--- src/rtl/dischSeqPkg.sv ---
package dischSeqPkg;
  localparam int NUM_PHASES = 3;
  localparam int NUM_NODES = 2;
  localparam int NUM_SLOTS = NUM_PHASES * NUM_NODES;

  typedef enum logic [1:0] {ST_IDLE, ST_CHARGE, ST_DISCH} seqState_e;

  // Strobes from control to datapath
  typedef struct packed {
    logic       clrRegs;  // accepted start: clear results
    logic       cntClr;   // restart counter and capture flags
    logic       inDisch;  // capture window open
    logic [1:0] phase;    // 0 sensor, 1 cal1, 2 cal2
  } seqCtrl_t;
endpackage

--- src/rtl/dischSeqCtrl.sv ---
module dischSeqCtrl
  import dischSeqPkg::*;
(
  input  logic       clk,
  input  logic       rstN,
  input  logic       start,
  input  logic       chargeEnd,
  input  logic       bothDone,
  output seqCtrl_t   ctrl,
  output logic [1:0] nodeOe,
  output logic [1:0] nodeOut,
  output logic [2:0] resOe,
  output logic [2:0] resOut,
  output logic       done
);
  localparam logic [1:0] LAST_PHASE = 2'(NUM_PHASES - 1);

  seqState_e state, stateNext;
  logic [1:0] phase, phaseNext;
  logic doneNext;

  always_comb begin
    stateNext = state;
    phaseNext = phase;
    doneNext = 1'b0;
    ctrl = '0;
    ctrl.phase = phase;
    ctrl.inDisch = (state == ST_DISCH);
    case (state)
      ST_IDLE: begin
        if (start) begin
          stateNext = ST_CHARGE;
          phaseNext = '0;
          ctrl.clrRegs = 1'b1;
          ctrl.cntClr = 1'b1;
        end
      end
      ST_CHARGE: begin
        if (chargeEnd) begin
          stateNext = ST_DISCH;
          ctrl.cntClr = 1'b1;
        end
      end
      ST_DISCH: begin
        if (bothDone) begin
          ctrl.cntClr = 1'b1;
          if (phase == LAST_PHASE) begin
            stateNext = ST_IDLE;
            doneNext = 1'b1;
          end else begin
            stateNext = ST_CHARGE;
            phaseNext = phase + 2'd1;
          end
        end
      end
      default: stateNext = ST_IDLE;
    endcase
  end

  always_ff @(posedge clk or negedge rstN) begin
    if (!rstN) begin
      state <= ST_IDLE;
      phase <= '0;
      done <= 1'b0;
    end else begin
      state <= stateNext;
      phase <= phaseNext;
      done <= doneNext;
    end
  end

  // Pin configuration decoded from state
  always_comb begin
    nodeOe = '0;
    nodeOut = '0;
    resOe = '0;
    resOut = '0;
    if (state == ST_CHARGE) begin
      nodeOe = '1;
      nodeOut = '1;
      resOe = '1;
      resOut = '1;
    end else if (state == ST_DISCH) begin
      resOe = 3'(3'b001 << phase);
    end
  end
endmodule

--- src/rtl/dischSeqDatapath.sv ---
module dischSeqDatapath
  import dischSeqPkg::*;
#(
  parameter int CNT_W = 14,
  parameter int CHARGE_CYC = 8192,
  parameter int SYNC_STAGES = 2
) (
  input  logic                          clk,
  input  logic                          rstN,
  input  seqCtrl_t                      ctrl,
  input  logic [NUM_NODES-1:0]          senseRaw,
  output logic                          chargeEnd,
  output logic                          bothDone,
  output logic [NUM_SLOTS-1:0][CNT_W-1:0] slotVal,
  output logic [NUM_SLOTS-1:0]          slotTmo
);
  localparam logic [CNT_W-1:0] CNT_MAX = '1;
  localparam logic [CNT_W-1:0] CHARGE_LAST = CNT_W'(CHARGE_CYC - 1);

  logic [CNT_W-1:0] cnt;
  logic [NUM_NODES-1:0] syncLow, got, capEn;
  logic cntMax;
  logic [CNT_W-1:0] slotQ [NUM_SLOTS];
  logic [NUM_SLOTS-1:0] tmoQ;

  // Two-flop (parameterised) synchroniser per node, idles high
  for (genvar n = 0; n < NUM_NODES; n++) begin : g_sync
    logic [SYNC_STAGES-1:0] shReg;
    always_ff @(posedge clk or negedge rstN) begin
      if (!rstN) shReg <= '1;
      else shReg <= {shReg[SYNC_STAGES-2:0], senseRaw[n]};
    end
    assign syncLow[n] = ~shReg[SYNC_STAGES-1];
  end

  // Shared saturating counter
  always_ff @(posedge clk or negedge rstN) begin
    if (!rstN) cnt <= '0;
    else if (ctrl.cntClr) cnt <= '0;
    else if (!cntMax) cnt <= cnt + 1'b1;
  end
  assign cntMax = (cnt == CNT_MAX);
  assign chargeEnd = (cnt == CHARGE_LAST);

  // First-low capture per node
  assign capEn = {NUM_NODES{ctrl.inDisch & cntMax}} & ~got
               | ({NUM_NODES{ctrl.inDisch}} & ~got & syncLow);

  always_ff @(posedge clk or negedge rstN) begin
    if (!rstN) got <= '0;
    else if (ctrl.cntClr) got <= '0;
    else got <= got | capEn;
  end
  assign bothDone = &got;

  always_ff @(posedge clk or negedge rstN) begin
    if (!rstN) begin
      for (int i = 0; i < NUM_SLOTS; i++) slotQ[i] <= '0;
      tmoQ <= '0;
    end else begin
      for (int i = 0; i < NUM_SLOTS; i++) begin
        if (ctrl.clrRegs) begin
          slotQ[i] <= '0;
          tmoQ[i] <= 1'b0;
        end else if (capEn[i % NUM_NODES] && ctrl.phase == 2'(i / NUM_NODES)) begin
          slotQ[i] <= cnt;
          tmoQ[i] <= ~syncLow[i % NUM_NODES];
        end
      end
    end
  end

  for (genvar i = 0; i < NUM_SLOTS; i++) begin : g_out
    assign slotVal[i] = slotQ[i];
  end
  assign slotTmo = tmoQ;
endmodule

--- src/rtl/dualNodeDischargeSeq.sv ---
module dualNodeDischargeSeq
  import dischSeqPkg::*;
#(
  parameter int CNT_W = 14,
  parameter int CHARGE_CYC = 8192
) (
  input  logic             clk,
  input  logic             rstN,
  input  logic             start,
  input  logic             senseA,
  input  logic             senseB,
  output logic [1:0]       nodeOe,
  output logic [1:0]       nodeOut,
  output logic [2:0]       resOe,
  output logic [2:0]       resOut,
  output logic [CNT_W-1:0] tSensA,
  output logic [CNT_W-1:0] tSensB,
  output logic [CNT_W-1:0] tCal1A,
  output logic [CNT_W-1:0] tCal1B,
  output logic [CNT_W-1:0] tCal2A,
  output logic [CNT_W-1:0] tCal2B,
  output logic [5:0]       timeout,
  output logic             done
);
  seqCtrl_t ctrl;
  logic chargeEnd, bothDone;
  logic [NUM_SLOTS-1:0][CNT_W-1:0] slotVal;

  dischSeqCtrl u_ctrl (
    .clk(clk), .rstN(rstN), .start(start),
    .chargeEnd(chargeEnd), .bothDone(bothDone), .ctrl(ctrl),
    .nodeOe(nodeOe), .nodeOut(nodeOut), .resOe(resOe), .resOut(resOut),
    .done(done)
  );

  dischSeqDatapath #(.CNT_W(CNT_W), .CHARGE_CYC(CHARGE_CYC)) u_dp (
    .clk(clk), .rstN(rstN), .ctrl(ctrl), .senseRaw({senseB, senseA}),
    .chargeEnd(chargeEnd), .bothDone(bothDone),
    .slotVal(slotVal), .slotTmo(timeout)
  );

  assign tSensA = slotVal[0];
  assign tSensB = slotVal[1];
  assign tCal1A = slotVal[2];
  assign tCal1B = slotVal[3];
  assign tCal2A = slotVal[4];
  assign tCal2B = slotVal[5];
endmodule

--- config.mk ---
export PLATFORM = sky130hd
export DESIGN_NAME = dualNodeDischargeSeq
export DESIGN_NICKNAME = d
export VERILOG_FILES = /design/src/rtl/dischSeqPkg.sv /design/src/rtl/dischSeqCtrl.sv /design/src/rtl/dischSeqDatapath.sv /design/src/rtl/dualNodeDischargeSeq.sv
export SDC_FILE = /design/constraint.sdc
export NUM_CORES = 1
export LEC_CHECK = 0
export ABC_AREA = 1
export BUFFER_PORTS_ARGS = -buffer_cell sky130_fd_sc_hd__buf_2
export CAP_MARGIN = 20
export CORE_MARGIN = 2
export CORE_UTILIZATION = 50
export CTS_CLUSTER_SIZE = 20
export DETAILED_ROUTE_END_ITERATION = 8
export PLACE_DENSITY = 0.79
export SLEW_MARGIN = 5
export SYNTH_ARGS = -nofsm -noshare
export SYNTH_HDL_FRONTEND = slang
export SYNTH_HIERARCHICAL = 1
export SYNTH_SLANG_ARGS = --single-unit
--- constraint.sdc ---
create_clock -name clk -period 2.2 [get_ports clk]
set_input_delay 0 -clock clk [delete_from_list [all_inputs] [get_ports clk]]
set_output_delay 0 -clock clk [all_outputs]
set_load 0.02 [all_outputs]
==> metrics.txt <==
TritonCTS clock tree=built; HPWL Detailed=10300 um; First-pass DRT Iterations=7; period utilisation layout=93.5%; crit path DAT=2390 ps; Placeable Area=0.0110 mm2; mapped cell area=0.00568 mm2; Pleak=3.87 nW; Synth Area per Inst=9.18 um2; n_diodes=0; Final min period=2060 ps; Core Util, Final=62.6%; Max Clock Freq=486 MHz; post-detailed-routing wire length=15700 um; Via density=5.89; post-route cell area=0.00688 mm2; Initial Util=51.7%; layout cells sized above 1=27.0%; vias in the first global route=4941; port buffer count=105; Max Slew Vio Count=0; Slew HR=37.9%; HP Class=in -> async; register bit total from synthesis=115; status=finished clean; global route total overflow=0; Critical Path Start Type=register; CTS Sinks=115; First DRT Iteration DRCs=628; root buf cell=clkbuf_16; Crit path required time=2540 ps; placed cell area=0.00618 mm2; Worst-Skew Late Latency=410 ps; Seq/Total Area, Yosys=50.7%; Setup Skew=7.07 ps; synth warn=6; initial antenna violation count=0; Setup crit end kind=register; synthesis-to-finish area growth=21.0%; routability-driven placement congestion ratio=0.906; Max FO, Critical Path=90; GRT Total Usage=25.9%; Final ANT Viol Nets=0; final hold vios=0; RSZ-0062 raised after global routing=true; area occupied by multi-input gates=0.00219 mm2; Slew @ Worst Pin=931 ps; register area=0.00288 mm2; Die Wd=111 um; DRC violations left=0; cell count after synthesis=619; Power per Cell Area=749 mW/mm2; maximum vdd drop=0.000370 V; Power, Total=5.15 mW; Max Cap Viol=0; Avg WL per Cell=17.9 um; Mapped Nets=628; Crit Path Category=reg -> reg; setup ws final=143 ps; nets@finish=736; setup violators final=0; number of fillers in the final layout=882; worst slack, placed=26.3 ps; Max Root-Sink Buffers=2; Die Y=111 um; post-synth cell types=29; die area=0.0122 mm2; largest net degree at the start of global routing=91; IO Count=106; Rows=38; TritonCTS Buffers=17; first-pass GRT wire length=25300 um; htree depth=4; clock-pin slew on the worst setup and hold paths=50 ps; Vias=5179
-- Yosys cell counts --
cell type        n  share of area [%]
dfrtp_1        111                 49
clkbuf_4         1               0.13
buf_2           21                1.8
nand2_4          1               0.20
a31oi_1          3               0.33
nand2_1        130                8.6
o21ai_0         10               0.88
ha_1             4               0.88
nand2_8          3                1.1
nor2_8           1               0.35
nor2_1          31                2.0
nand3_4          7                2.2
nor2_4           1               0.20
inv_2            5               0.33
buf_4            8                1.1
nand4_1         96                 11
a21oi_1          3               0.26
inv_1           39                2.6
buf_6            6                1.2
dlygate4sd1_1    1               0.15
nor3_1           7               0.62
clkbuf_1         2               0.13
dfstp_2          4                1.8
xor2_1           2               0.31
nor2_2           3               0.33
nand3_1        104                9.2
buf_1            4               0.26
buf_12          10                3.5
nand2_2          1               0.11
-- critical path, stage by stage, from the launching register on --
cell	delay, ps
dfrtp_1	420
nor2_1	80
nand2_1	110
inv_1	200
inv_2	90
buf_4	710
nand3_1	210
nand2_1	150
-- final timing paths --
check / start / endpoint / slack [ps] / cells after the start
max: u_ctrl/state[1] / u_dp/slotVal[9] / 140 / 7
min: rstN / u_dp/slotVal[21] / 150 / 2
max reg2reg: u_ctrl/state[1] / u_dp/slotVal[9] / 140 / 7
min reg2reg: u_dp/g_sync[1].shReg[0] / u_dp/g_sync[1].shReg[1] / 360 / 0
max in group asynchronous: rstN / u_dp/slotVal[57] / 1210 / 3
min in group clk: senseA / u_dp/g_sync[0].shReg[0] / 230 / 2
-- routing by layer --
layer / up-vias / global-route usage, % / wire length (um)
met1: 2486 / 34.8 / 6200
met5: - / 0 / 0
met4: 0 / 13.0 / 542
met3: 46 / 7.03 / 1530
met2: 302 / 38.9 / 7450
li1: 2345 / - / -
-- cell usage in the layout (no fill, tap or decap), types with 2 or more instances in the layout --
master / count
nand3_4: 7
clkbuf_1: 3
clkinvlp_4: 3
a31oi_1: 3
nor2_2: 4
nand2_1: 130
inv_1: 38
a21oi_1: 3
o21ai_0: 10
inv_2: 5
bufinv_16: 4
nand2_8: 3
nor2_4: 3
ha_1: 3
buf_2: 104
xor2_1: 2
dlygate4sd3_1: 4
buf_4: 32
nand4_1: 96
clkbuf_16: 17
nand3_1: 103
clkbuf_8: 3
clkinv_2: 3
dfrtp_1: 111
dfstp_2: 4
nor2_1: 28
nor3_1: 6
-- cells by family (layout without fill, tap and decap cells) --
family / count (synthesis) / in the layout / synth area share (%)
compound gates: 16 / 16 / 1.48
xor+xnor: 2 / 2 / 0.308
fa+ha+maj: 4 / 4 / 0.881
buf+inv: 97 / 218 / 11.2
flops: 115 / 115 / 50.7
simple gates: 385 / 385 / 35.4
-- layout make-up --
class	instances	share of cell area, %
multi-input cells	407	31.9
clock inverters	9	2.20
repair inverters	1	0.109
well taps	140	2.55
flip-flops and latches	115	41.9
clock buffers	23	6.95
repair buffers	141	11.9
inverters	44	2.46
-- metrics by stage --
step | instances | setup TNS, ps | hold slack, ps
global route | 880 | -59.0 | 205
CTS | 879 | 0 | 155
finish | 880 | 0 | 152
floorplan | 619 | 0 | -296
global placement | 843 | 0 | 21.2
detailed placement | 843 | 0 | 35.3
-- state kept, by name (all words and copies together), names as in the netlist --
name               count
u_dp/g_sync.shReg      4
u_ctrl/state           2
u_dp/slotVal          84
u_dp/cnt              14
u_ctrl/phase           2
u_dp/slotTmo           6
u_dp/got               2
u_ctrl/done            1
-- timing repair --
action	in CTS	in global routing
endpoints found under the setup margin	0	14
resized for setup	0	5
hold buffers	4	0
buffers inserted	0	0
endpoints found under the hold margin	46	0
-- power by group --
group | switching (mW) | internal, mW | leakage, nW
logic | 0.0739 | 0.0215 | 1.99
clock network | 0.947 | 1.98 | 0.307
registers | 0.00444 | 2.12 | 1.57
No activity file was read; power rests on OpenSTA's default activity.
